--- src/rtl/sec_fast_pkg.sv ---
package sec_fast_pkg;

    parameter int DATA_W = 128;             // payload bits
    parameter int CTL_W  = 3;               // marker bits
    parameter int SH_W   = 3;               // shared check group
    parameter int DO_W   = 5;               // payload-only check group

    localparam int CHK_W  = SH_W + DO_W;
    localparam int SH_N   = 1 << SH_W;
    localparam int DO_N   = 1 << DO_W;
    localparam int WORD_W = DATA_W + CTL_W + CHK_W;

    // Shared pattern of marker j: the j-th weight-two value in ascending order.
    function automatic logic [SH_W-1:0] ctl_pat(input int j);
        logic [SH_W-1:0] res;
        int n;
        res = '0;
        n   = 0;
        for (int v = 0; v < SH_N; v++) begin
            if ($countones(v) == 2) begin
                if (n == j) res = SH_W'(v);
                n++;
            end
        end
        return res;
    endfunction

    function automatic bit is_ctl_pat(input int v);
        bit hit;
        hit = 1'b0;
        for (int j = 0; j < CTL_W; j++) begin
            if (int'(ctl_pat(j)) == v) hit = 1'b1;
        end
        return hit;
    endfunction

    // Column of payload bit idx: {payload-only group, shared group}.
    function automatic logic [CHK_W-1:0] data_col(input int idx);
        logic [CHK_W-1:0] res;
        int  n;
        bit  bad;
        res = '0;
        n   = 0;
        for (int s = 0; s < SH_N; s++) begin
            if (!is_ctl_pat(s)) begin
                for (int d = 0; d < DO_N; d++) begin
                    bad = ((s == 0) && ($countones(d) <= 1)) ||
                          (($countones(s) == 1) && (d == 0));
                    if (!bad) begin
                        if (n == idx) res = {DO_W'(d), SH_W'(s)};
                        n++;
                    end
                end
            end
        end
        return res;
    endfunction

    // Which payload bits feed check bit k.
    function automatic logic [DATA_W-1:0] data_mask(input int k);
        logic [DATA_W-1:0] m;
        logic [CHK_W-1:0]  c;
        m = '0;
        for (int i = 0; i < DATA_W; i++) begin
            c    = data_col(i);
            m[i] = c[k];
        end
        return m;
    endfunction

    // Which marker bits feed check bit k (only shared bits can be set).
    function automatic logic [CTL_W-1:0] ctl_mask(input int k);
        logic [CTL_W-1:0] m;
        logic [SH_W-1:0]  p;
        m = '0;
        for (int j = 0; j < CTL_W; j++) begin
            p    = ctl_pat(j);
            m[j] = (k < SH_W) ? p[k] : 1'b0;
        end
        return m;
    endfunction

endpackage

--- src/rtl/sec_fast_parity.sv ---
module sec_fast_parity
    import sec_fast_pkg::*;
(
    input  logic [DATA_W-1:0] data_i,
    input  logic [CTL_W-1:0]  ctl_i,
    output logic [CHK_W-1:0]  par_o
);

    // One XOR tree per check bit over its masked inputs.
    for (genvar k = 0; k < CHK_W; k++) begin : g_chk
        localparam logic [DATA_W-1:0] DMASK = data_mask(k);
        localparam logic [CTL_W-1:0]  CMASK = ctl_mask(k);
        assign par_o[k] = (^(data_i & DMASK)) ^ (^(ctl_i & CMASK));
    end

endmodule

--- src/rtl/sec_fast_ctl_fix.sv ---
module sec_fast_ctl_fix
    import sec_fast_pkg::*;
(
    input  logic [SH_W-1:0]  syn_sh_i,
    input  logic [CTL_W-1:0] ctl_i,
    output logic [CTL_W-1:0] ctl_o
);

    // Shallow path: each marker looks at the shared syndrome slice only.
    for (genvar j = 0; j < CTL_W; j++) begin : g_ctl
        localparam logic [SH_W-1:0] PAT = ctl_pat(j);
        assign ctl_o[j] = ctl_i[j] ^ (syn_sh_i == PAT);
    end

endmodule

--- src/rtl/sec_fast_data_fix.sv ---
module sec_fast_data_fix
    import sec_fast_pkg::*;
(
    input  logic [CHK_W-1:0]  syn_i,
    input  logic [DATA_W-1:0] data_i,
    output logic [DATA_W-1:0] data_o
);

    // Payload bits need a full 8-bit match of their column.
    for (genvar i = 0; i < DATA_W; i++) begin : g_dat
        localparam logic [CHK_W-1:0] COL = data_col(i);
        assign data_o[i] = data_i[i] ^ (syn_i == COL);
    end

endmodule

--- src/rtl/sec_fast_codec.sv ---
module sec_fast_codec
    import sec_fast_pkg::*;
(
    input  logic [DATA_W-1:0] enc_data_i,
    input  logic [CTL_W-1:0]  enc_ctl_i,
    output logic [CHK_W-1:0]  enc_chk_o,
    input  logic [DATA_W-1:0] dec_data_i,
    input  logic [CTL_W-1:0]  dec_ctl_i,
    input  logic [CHK_W-1:0]  dec_chk_i,
    output logic [DATA_W-1:0] dec_data_o,
    output logic [CTL_W-1:0]  dec_ctl_o,
    output logic              dec_err_o
);

    logic [CHK_W-1:0] dec_par;
    logic [CHK_W-1:0] dec_syn;

    sec_fast_parity u_enc_par (
        .data_i (enc_data_i),
        .ctl_i  (enc_ctl_i),
        .par_o  (enc_chk_o)
    );

    sec_fast_parity u_dec_par (
        .data_i (dec_data_i),
        .ctl_i  (dec_ctl_i),
        .par_o  (dec_par)
    );

    assign dec_syn = dec_par ^ dec_chk_i;

    sec_fast_ctl_fix u_ctl_fix (
        .syn_sh_i (dec_syn[SH_W-1:0]),
        .ctl_i    (dec_ctl_i),
        .ctl_o    (dec_ctl_o)
    );

    sec_fast_data_fix u_data_fix (
        .syn_i  (dec_syn),
        .data_i (dec_data_i),
        .data_o (dec_data_o)
    );

    assign dec_err_o = |dec_syn;

endmodule

--- config.mk ---
export PLATFORM = sky130hd
export DESIGN_NAME = sec_fast_codec
export DESIGN_NICKNAME = d
export VERILOG_FILES = /design/src/rtl/sec_fast_pkg.sv /design/src/rtl/sec_fast_parity.sv /design/src/rtl/sec_fast_ctl_fix.sv /design/src/rtl/sec_fast_data_fix.sv /design/src/rtl/sec_fast_codec.sv
export SDC_FILE = /design/constraint.sdc
export NUM_CORES = 1
export LEC_CHECK = 0
export BUFFER_PORTS_ARGS = -buffer_cell sky130_fd_sc_hd__buf_2
export CORE_AREA = 2 2 160 162
export DETAILED_ROUTE_END_ITERATION = 10
export DIE_AREA = 0 0 162 164
export GPL_TIMING_DRIVEN = 0
export SETUP_SLACK_MARGIN = 0.15
export SYNTH_ARGS = -nofsm -noshare
export SYNTH_HDL_FRONTEND = slang
export SYNTH_HIERARCHICAL = 1
export SYNTH_SLANG_ARGS = --single-unit
--- constraint.sdc ---
create_clock -name vclk -period 4.65
set_clock_uncertainty 0.05 [all_clocks]
set_input_delay 0.465 -clock vclk [all_inputs]
set_output_delay 0.465 -clock vclk [all_outputs]
set_load 0.1 [all_outputs]
==> reports/qor.yml <==
outcome:
  outcome: "finished clean"
placement:
  dpl.hpwl_um: 29400
  place_ws_ns: -0.892
  portBuffers: 410
  place_inst: 1516
  gp_congestion: 0.884
sta:
  min_period_ns: 4.40
  hold_viol: 0
  finalSetupViolations: 0
  worst_pin_slew_ns: 0.532
  grt_setup_unrepaired: "true"
  fmax_mhz: 227
  max_slew_margin: 0.643
  whs_ns: 1.26
  post-route-worst-setup-slack_ns: 0.248
  slew_violations: 0
  finalCritPeriodShare: 0.947
final_layout:
  final_cell_mix: "buf_2 (285), xnor2_1 (284), buf_4 (79), nand2_1 (70), buf_6 (69)"
  nets: 1498
  synthToLayoutAreaGrowth_pct: 82.9
  multi_input_area_mm2: 0.00967
  drive_above_1_share: 0.595
  fillerInstances: 2259
  final_cells: 1558
  seq_cells: 0
  clkbuf_count: 0
  layout_commonest_cell: "buf_2"
  regArea_um2: 0
setup_path:
  crit_family: "XOR/XNOR gates"
  end_kind: "output pin"
  start_kind: "input port"
  cp_num_buf_inv: 4
  cpPeakStageDelay_ns: 0.60
  crit_slowest_cell: "or4b_4"
  critPathMaxFanout: 5
  cp_cell_sequence: "buf_2, xnor2_1, xnor2_1, xnor2_2, buf_4, xnor3_1, xnor3_1, xor2_2, buf_2, or4b_4, nor2_2, xor2_4, buf_4"
  cp.arrival_ns: 3.89
  path_class: "input port to output pin"
  cp.required_ns: 4.14
global_route:
  grt-ovfl-total: 0
  grt_pass1_wl_um: 47000
  grt_max_degree: 11
  grt_pass1_vias: 7407
  grt_util_all_layers: 0.243
  grt_antenna_before_repair: 3
drt:
  viasPerCell: 4.57
  wire_per_inst_um: 21.6
  routed_wl_um: 33700
  first_iter_violations: 299
  vias: 7119
  drc: 0
  ant_nets: 0
  first_pass_iters: 6
floorplan:
  fp.dieArea_mm2: 0.0266
  core-area_mm2: 0.0248
  die_h_um: 164
  rows: 58
  pin_count: 410
  die-width_um: 162
  initial_utilization: 0.297
synthesis:
  ys_seq_area_frac: 0
  synthDistinctLibCells: 26
  syn_nets: 1046
  yosysWarningCount: 6
  avgSynthCellArea_um2: 9.49
  synth_cells: 776
  syn-cell-area_mm2: 0.00736
run:
  cap_violations: 0
min_path:
  worstHoldPathType: "input port to output pin"
clocking:
  cts-hold-fix-buffers: 0
==> metal layers <==
metal,up-vias,GRT usage,share of wire
li1,3344,-,-
met5,-,0,0.00039
met3,49,0.0351,0.072
met4,2,0.0595,0.029
met1,3386,0.296,0.38
met2,338,0.451,0.52
==> synth_stat cells <==
cell | count | area share
xor2_1 | 113 | 0.13
clkbuf_2 | 2 | 0.0014
buf_6 | 6 | 0.0092
or4_4 | 2 | 0.0031
nor4_1 | 3 | 0.0025
and4bb_2 | 5 | 0.0085
nand4bb_1 | 4 | 0.0061
nand4b_1 | 5 | 0.0059
or4b_1 | 3 | 0.0041
xor3_1 | 6 | 0.019
nor3b_2 | 1 | 0.0017
nand4_1 | 2 | 0.0017
clkbuf_1 | 3 | 0.0015
or4b_4 | 3 | 0.0056
buf_2 | 11 | 0.0075
nand3b_1 | 3 | 0.0031
xnor3_1 | 70 | 0.21
nor4b_4 | 8 | 0.026
xnor2_1 | 386 | 0.46
nor2_1 | 48 | 0.024
nand3_1 | 1 | 0.00068
buf_4 | 2 | 0.0020
xnor2_2 | 4 | 0.0088
nor4bb_1 | 4 | 0.0054
nor4_4 | 1 | 0.0029
nand2_1 | 80 | 0.041
==> area by class of cell <==
cell class,instances,share of cell area
diodes,2,0.000372
plain buffers,24,0.0151
multi-input cells,753,0.718
well taps,330,0.0307
repair buffers,449,0.236
==> kinds of logic after synthesis <==
group | after synthesis | synth area share
AND/OR/NAND/NOR | 173 | 0.142
buffers and inverters | 24 | 0.0216
XOR/XNOR | 579 | 0.836
==> worst paths after layout <==
kind,startpoint,endpoint,slack [ns],cells past startpoint
setup / recovery,dec_data_i[8],dec_data_o[51],0.25,13
hold / removal,dec_data_i[4],dec_data_o[4],1.26,3
==> tightest hold or removal path, stage by stage <==
cell and delay (ns):
buf_2 0.12, xnor2_2 0.08, buf_6 0.18
==> through the flow <==
stage          cell area, um^2  setup TNS, ns   util
2_1_floorplan             9280              0      -
5_1_grt                  13500              0  0.543
3_5_place_dp             11700         -61.63  0.473
4_1_cts                  13000              0  0.523
6_report                 13500              0  0.543
3_3_place_gp             11700         -55.41  0.473
==> timing repair <==
item | in CTS | in global routing
buffers inserted | 32 | 5
resized for setup | 288 | 109
hold endpoints to repair | 0 | 0
endpoints found under the setup margin | 129 | 127
pin swaps | 9 | 15
gates cloned | 1 | 2
Power is not shown: default switching activity piles up to over one toggle a cycle in this logic, so the estimate is an artifact.
